## config.mk

```make
export PLATFORM = sky130hd
export DESIGN_NAME = brk_seq_ctrl
export DESIGN_NICKNAME = d
export VERILOG_FILES = /design/src/rtl/brk_pkg.sv /design/src/rtl/brk_req_latch.sv /design/src/rtl/brk_prio_pick.sv /design/src/rtl/brk_level_stack.sv /design/src/rtl/brk_save_fsm.sv /design/src/rtl/brk_seq_ctrl.sv
export SDC_FILE = /design/constraint.sdc
export NUM_CORES = 1
export LEC_CHECK = 0
export BUFFER_PORTS_ARGS = -buffer_cell sky130_fd_sc_hd__buf_2
export CORE_MARGIN = 4
export CORE_UTILIZATION = 51
export DETAILED_ROUTE_END_ITERATION = 8
export GPL_ROUTABILITY_DRIVEN = 0
export PLACE_DENSITY_LB_ADDON = 0.25
export REMOVE_ABC_BUFFERS = 1
export SYNTH_ARGS = -nofsm -noshare
export SYNTH_HDL_FRONTEND = slang
export SYNTH_SLANG_ARGS = --single-unit
export TNS_END_PERCENT = 1
```

## constraint.sdc

```tcl
create_clock -name clk -period 4.6 [get_ports clk]
set_clock_uncertainty 0.1 [all_clocks]
set_input_delay 0.92 -clock clk [delete_from_list [all_inputs] [get_ports clk]]
set_output_delay 0.92 -clock clk [all_outputs]
set_load 0.01 [all_outputs]
```

## src/rtl/brk_pkg.sv

```systemverilog
package brk_pkg;

  // Save-sequence phase; each name says what the outputs show in that phase.
  typedef enum logic [2:0] {
    ST_IDLE = 3'd0,
    ST_WR_AC = 3'd1,
    ST_WR_IO = 3'd2,
    ST_WR_PX = 3'd3,
    ST_FETCH = 3'd4
  } brk_st_e;

  // Word offsets within a channel's four-word block.
  localparam int unsigned OFS_AC = 0;
  localparam int unsigned OFS_IO = 1;
  localparam int unsigned OFS_PX = 2;
  localparam int unsigned OFS_VEC = 3;

endpackage

```

## src/rtl/brk_req_latch.sv

```systemverilog
module brk_req_latch #(
  parameter int unsigned NCH = 16
) (
  input  logic           clk,
  input  logic           rst,
  input  logic [NCH-1:0] dev_done,
  input  logic [NCH-1:0] sw_req,
  input  logic [NCH-1:0] ext_req,
  input  logic [NCH-1:0] take_oh,
  output logic [NCH-1:0] pend
);

  logic [NCH-1:0] pend_q;

  // A fresh request on the same cycle as a take re-arms the channel.
  always_ff @(posedge clk) begin
    if (rst) pend_q <= '0;
    else     pend_q <= (pend_q & ~take_oh) | dev_done | sw_req | ext_req;
  end

  assign pend = pend_q;

endmodule

```

## src/rtl/brk_prio_pick.sv

```systemverilog
module brk_prio_pick #(
  parameter int unsigned NCH = 16,
  localparam int unsigned IW = (NCH > 1) ? $clog2(NCH) : 1
) (
  input  logic [NCH-1:0] vec,
  output logic [NCH-1:0] oh,
  output logic [IW-1:0]  idx,
  output logic           valid
);

  // Fixed chain: bit 0 wins over everything above it.
  for (genvar i = 0; i < NCH; i++) begin : g_chain
    if (i == 0) begin : g_head
      assign oh[i] = vec[i];
    end else begin : g_link
      assign oh[i] = vec[i] & ~(|vec[i-1:0]);
    end
  end

  always_comb begin
    idx = '0;
    for (int i = 0; i < NCH; i++) begin
      if (oh[i]) idx = IW'(i);
    end
  end

  assign valid = |vec;

endmodule

```

## src/rtl/brk_level_stack.sv

```systemverilog
module brk_level_stack #(
  parameter int unsigned NCH = 16
) (
  input  logic           clk,
  input  logic           rst,
  input  logic           ret_en,
  input  logic [NCH-1:0] push_oh,
  output logic [NCH-1:0] allow_mask,
  output logic [NCH-1:0] active
);

  logic [NCH-1:0] act_q;
  logic [NCH-1:0] top_oh;
  logic [NCH-1:0] after_ret;
  logic [NCH-1:0] after_top;

  // Most urgent open level = lowest set bit.
  assign top_oh    = act_q & (~act_q + NCH'(1));
  assign after_ret = ret_en ? (act_q & ~top_oh) : act_q;
  assign after_top = after_ret & (~after_ret + NCH'(1));

  // Channels strictly below the remaining top level may break in.
  assign allow_mask = (after_ret == '0) ? '1 : (after_top - NCH'(1));

  always_ff @(posedge clk) begin
    if (rst) act_q <= '0;
    else     act_q <= after_ret | push_oh;
  end

  assign active = act_q;

endmodule

```

## src/rtl/brk_save_fsm.sv

```systemverilog
module brk_save_fsm
  import brk_pkg::*;
#(
  parameter int unsigned NCH  = 16,
  parameter int unsigned HW   = 18,
  parameter int unsigned AW   = 18,
  parameter int unsigned BASE = 0,
  localparam int unsigned IW = (NCH > 1) ? $clog2(NCH) : 1,
  localparam int unsigned DW = 2 * HW
) (
  input  logic          clk,
  input  logic          rst,
  input  logic          start,
  input  logic [IW-1:0] ch_idx,
  input  logic [DW-1:0] acc_in,
  input  logic [DW-1:0] io_in,
  input  logic [HW-1:0] pc_in,
  input  logic [HW-1:0] ix_in,
  output logic          mem_wr,
  output logic [AW-1:0] mem_addr,
  output logic [DW-1:0] mem_wdata,
  output logic          fetch_valid,
  output logic [AW-1:0] fetch_addr,
  output logic          busy
);

  brk_st_e       st_q;
  logic [AW-1:0] base_q;
  logic [DW-1:0] io_q;
  logic [DW-1:0] px_q;
  logic [AW-1:0] base_n;

  assign base_n = AW'(BASE) + AW'({ch_idx, 2'b00});

  always_ff @(posedge clk) begin
    if (rst) begin
      st_q        <= ST_IDLE;
      mem_wr      <= 1'b0;
      mem_addr    <= '0;
      mem_wdata   <= '0;
      fetch_valid <= 1'b0;
      fetch_addr  <= '0;
      base_q      <= '0;
      io_q        <= '0;
      px_q        <= '0;
    end else begin
      case (st_q)
        ST_IDLE: begin
          if (start) begin
            mem_wr    <= 1'b1;
            mem_addr  <= base_n + AW'(OFS_AC);
            mem_wdata <= acc_in;
            io_q      <= io_in;
            px_q      <= {pc_in, ix_in};
            base_q    <= base_n;
            st_q      <= ST_WR_AC;
          end
        end
        ST_WR_AC: begin
          mem_addr  <= base_q + AW'(OFS_IO);
          mem_wdata <= io_q;
          st_q      <= ST_WR_IO;
        end
        ST_WR_IO: begin
          mem_addr  <= base_q + AW'(OFS_PX);
          mem_wdata <= px_q;
          st_q      <= ST_WR_PX;
        end
        ST_WR_PX: begin
          mem_wr      <= 1'b0;
          fetch_valid <= 1'b1;
          fetch_addr  <= base_q + AW'(OFS_VEC);
          st_q        <= ST_FETCH;
        end
        ST_FETCH: begin
          fetch_valid <= 1'b0;
          st_q        <= ST_IDLE;
        end
        default: st_q <= ST_IDLE;
      endcase
    end
  end

  assign busy = (st_q != ST_IDLE);

endmodule

```

## src/rtl/brk_seq_ctrl.sv

```systemverilog
module brk_seq_ctrl #(
  parameter int unsigned NCH  = 16,
  parameter int unsigned HW   = 18,
  parameter int unsigned AW   = 18,
  parameter int unsigned BASE = 0
) (
  input  logic              clk,
  input  logic              rst,
  input  logic [NCH-1:0]    dev_done,
  input  logic [NCH-1:0]    sw_req,
  input  logic [NCH-1:0]    ext_req,
  input  logic              insn_end,
  input  logic              ret_strobe,
  input  logic [2*HW-1:0]   acc_in,
  input  logic [2*HW-1:0]   io_in,
  input  logic [HW-1:0]     pc_in,
  input  logic [HW-1:0]     ix_in,
  output logic              mem_wr,
  output logic [AW-1:0]     mem_addr,
  output logic [2*HW-1:0]   mem_wdata,
  output logic              fetch_valid,
  output logic [AW-1:0]     fetch_addr,
  output logic              busy,
  output logic [NCH-1:0]    active_lvl
);

  localparam int unsigned IW = (NCH > 1) ? $clog2(NCH) : 1;

  logic [NCH-1:0] pend;
  logic [NCH-1:0] allow_mask;
  logic [NCH-1:0] eligible;
  logic [NCH-1:0] win_oh;
  logic [NCH-1:0] take_oh;
  logic [IW-1:0]  win_idx;
  logic           win_valid;
  logic           idle;
  logic           ret_en;
  logic           take;

  assign idle     = ~busy;
  assign ret_en   = ret_strobe & idle;
  assign eligible = pend & allow_mask;
  assign take     = insn_end & idle & win_valid;
  assign take_oh  = take ? win_oh : '0;

  brk_req_latch #(.NCH(NCH)) u_req (
    .clk      (clk),
    .rst      (rst),
    .dev_done (dev_done),
    .sw_req   (sw_req),
    .ext_req  (ext_req),
    .take_oh  (take_oh),
    .pend     (pend)
  );

  brk_level_stack #(.NCH(NCH)) u_lvl (
    .clk        (clk),
    .rst        (rst),
    .ret_en     (ret_en),
    .push_oh    (take_oh),
    .allow_mask (allow_mask),
    .active     (active_lvl)
  );

  brk_prio_pick #(.NCH(NCH)) u_pick (
    .vec   (eligible),
    .oh    (win_oh),
    .idx   (win_idx),
    .valid (win_valid)
  );

  brk_save_fsm #(.NCH(NCH), .HW(HW), .AW(AW), .BASE(BASE)) u_fsm (
    .clk         (clk),
    .rst         (rst),
    .start       (take),
    .ch_idx      (win_idx),
    .acc_in      (acc_in),
    .io_in       (io_in),
    .pc_in       (pc_in),
    .ix_in       (ix_in),
    .mem_wr      (mem_wr),
    .mem_addr    (mem_addr),
    .mem_wdata   (mem_wdata),
    .fetch_valid (fetch_valid),
    .fetch_addr  (fetch_addr),
    .busy        (busy)
  );

endmodule

```

==> results by group <==
Global routing
  – Gr usage total: 25.7%
  – First-pass GRT wire length: between 30 and 40 mm
  – Largest net degree at the start of global routing: 70
  – Antenna violations before repair: 2
  – Number of global-route vias before repair: 7,103
  – Gr ovfl total: 0

Power
  – Part of the power in registers: between 40% and 50%
  – Combinational power share: 20.0%
  – Leak pwr: around 3.9 nW
  – NetSw: 1.07 mW
  – Cell-internal power: between 2 and 3 mW
  – Pwr/cell area: 397 nW/um^2
  – Sw Share: about 29%
  – Clk network pwr share: between 30% and 40%
  – Maximum vdd drop: 0.000304 V

Clocking
  – Resized cells post-CTS: 0
  – CTS sink count: 160
  – Latest clock arrival within the worst-skew pair: ~0.42 ns
  – Clock transition at path regs: 0.07 ns
  – Clk root buf: clkbuf_16
  – Htree depth: 4
  – Post-CTS Setup Bufs: 0
  – TritonCTS buffer count: 17
  – Number of hold buffers added after CTS: 0
  – CTS tree: built
  – CTS max path bufs: 2

Drt
  – DRC Markers: 0
  – Vias: approximately 7,600
  – Routed len/inst: 16.7 um
  – Iteration count of the initial detailed-routing pass: 5
  – Routed WL: 22.0 mm
  – ANT nets after route: 0
  – Via density: 5.78
  – Number of DRC markers in iteration 0: 694

Timing
  – Final min period: approximately 4.0 ns
  – Final WS setup: approximately 0.57 ns
  – RSZ-0062 raised after global routing: no
  – Fmax: about 250 MHz
  – Final max-slew violation count: 0
  – Worst rel slew slack: between 50 and 60%
  – Setup violations, final: 0
  – Final hold violation count: 0
  – Slew @ Worst Pin: 0.713 ns
  – Final period utilization: a little under 90%

Die
  – Die X-Extent: 129 um
  – Num ports: 251
  – Initial Utilization: 51.7%
  – DIE AREA: about 17,000 um^2
  – Core Area: roughly 14,000 um^2
  – Die H: roughly 130 um
  – Rows: 44

Setup path
  – CP startpoint kind: flop
  – CP max FO: 26
  – Worst path arrival time: 4.28 ns
  – CP Data Required Time: 4.85 ns
  – Critical path endpoint category: flop
  – CP Class: flop to flop

Placed design
  – Place WS: around 0.46 ns
  – Port Buffers: around 230
  – Post-DP HPWL: 15.2 mm

Synth
  – Syn Std Cell Area: 7490 um^2
  – Post-Synth XOR/XNOR Area: 0.117%
  – Synth Area in Adders: 0.535%
  – Post-synthesis mux area share: 0.535%
  – Mean Syn Cell Area: between 8 and 9 um^2
  – Synth top area share: 42.8%
  – Yosys cell types: 70
  – Register area share after synthesis: a little over two fifths
  – #FFs+latches synth: 160
  – Simple-gate share of the synthesized area: around 19%
  – Post-synth EDFFs: 0
  – Leading area contributor after synthesis: dfxtp_1
  – Asr flop ratio synth: 0%
  – Top FF cell, synth: dfxtp_1
  – Synth Area in Compound Gates: 29.4%
  – Cells after Synth: 929
  – Synth warnings: 0
  – Largest family of logic cells by synthesized area: compound AO/OA/AOI/OAI gates
  – Top post-synthesis cells by area: dfxtp_1, nand2_1, a21oi_1

Flow run
  – Max-cap violations: 0

Finish
  – Commonest non-fill, non-tap cell in the layout: buf_2
  – Commonest cells after routing, fill and taps aside: buf_2, nand2_1, dfxtp_1
  – Fin util: between 60% and 70%
  – Reg area: 3200 um^2
  – Multi-input gate area: 3850 um^2
  – Area Growth Syn to Fin: 23.7%
  – Nets@finish: 1,280
  – Fraction of layout cells with a size suffix above 1: 26.5%
  – Fill cells: 1,337

Hold path
  – Hold crit path type: flop to flop

Run status
  – Status: complete, no violations
[worst max-delay path, stage by stage, from the launching register on]
cell and delay (ns):
dfxtp_1 0.44, nor4_2 0.59, nand3_1 0.21, buf_4 0.21
or3_1 0.51, a2111oi_2 0.41, nor2_1 0.15, nand4_1 0.13
a31o_2 0.59, buf_4 0.36, nand2_1 0.09, a21oi_1 0.13
[kinds of logic (layout without fill, tap and decap cells)]
family                   count (synthesis)  count (layout)
XOR/XNOR                                 1               1
multiplexers                             4               4
adder cells (fa/ha/maj)                  4               4
AO/OA/AOI/OAI                          324             324
other                                    1              26
flip-flops                             160             160
AND/OR/NAND/NOR                        325             325
buffers and inverters                  110             291
[cell usage after synthesis (3+ instances only)]
master       n
inv_1       10
o221ai_1    39
nand4_1      8
a41o_1       3
nor2_1      42
or2_2        3
o211ai_1     4
nor4_1       8
maj3_1       4
o311ai_0     3
nand3_1     11
a21boi_0     3
nor3_1      22
nand2_1    200
o31a_1       3
a21oi_1    149
a21o_1       3
o21ai_0     21
o22a_1      37
and2_1       4
o22ai_1      3
buf_4       27
buf_2       19
a31o_2       3
a211oi_1     6
o21a_1       3
clkbuf_1    51
mux2i_1      4
or3_1        5
nor2b_1      4
nand2b_1     4
o31ai_1     11
dfxtp_1    160
a2111oi_0    4
[state kept, by name (all words and copies together), names as in the netlist]
name and count:
u_fsm.base_q 4, u_fsm.fetch_addr 5, u_fsm.fetch_valid 1, u_fsm.io_q 36, u_fsm.mem_addr 6, u_fsm.mem_wdata 36, u_fsm.mem_wr 1, u_fsm.px_q 36
u_fsm.st_q 3, u_lvl.active 16, u_req.pend 16
[layer usage]
metal,track usage [%],wire (um)
met2,40.6,10400
met4,10.4,551
met1,34.0,9330
met5,0,7
met3,5.77,1760
[layout make-up]
cell class,instances,area share [%]
Multi-Input combinational cell,682,41.6
Sequential cell,160,34.6
Inverter,10,0.405
Clock buffer,21,4.75
Antenna cell,2,0.0540
Clock inverter,11,1.39
Timing Repair Buffer,249,14.8
Tap cell,184,2.48
[through the flow]
stage | hold WS (ns) | power [mW] | TNS [ns] | cells | instance area, um^2
finish | 0.348 | 3.68 | 0 | 1319 | 9270
global placement | 0.339 | 2.31 | 0 | 1285 | 8690
floorplan | 0.330 | 2.00 | -77.93 | 852 | 7060
global route | 0.358 | 3.84 | 0 | 1318 | 9270
detailed placement | 0.340 | 2.32 | 0 | 1285 | 8690
CTS | 0.349 | 3.69 | 0 | 1317 | 9260
[power by group through the flow]
| stage | registers (mW) | logic [mW] | clock network, mW |
|---|---|---|---|
| 2_1_floorplan | 1.61 | 0.389 | 0 |
| 3_3_place_gp | 1.60 | 0.719 | 0 |
| 3_5_place_dp | 1.60 | 0.728 | 0 |
| 4_1_cts | 1.57 | 0.732 | 1.39 |
| 5_1_grt | 1.58 | 0.813 | 1.45 |
| 6_report | 1.57 | 0.734 | 1.37 |
[worst paths after layout]
kind / from / end / slack (ns) / depth (start not counted)
max: u_lvl.active[2] / u_fsm.mem_wdata[23] / 0.57 / 11
min: u_fsm.mem_wdata[19] / u_fsm.mem_wdata[19] / 0.35 / 2
max reg2reg: u_lvl.active[2] / u_fsm.mem_wdata[23] / 0.57 / 11
min reg2reg: u_fsm.mem_wdata[19] / u_fsm.mem_wdata[19] / 0.35 / 2
(Power assumes the default switching activity.)
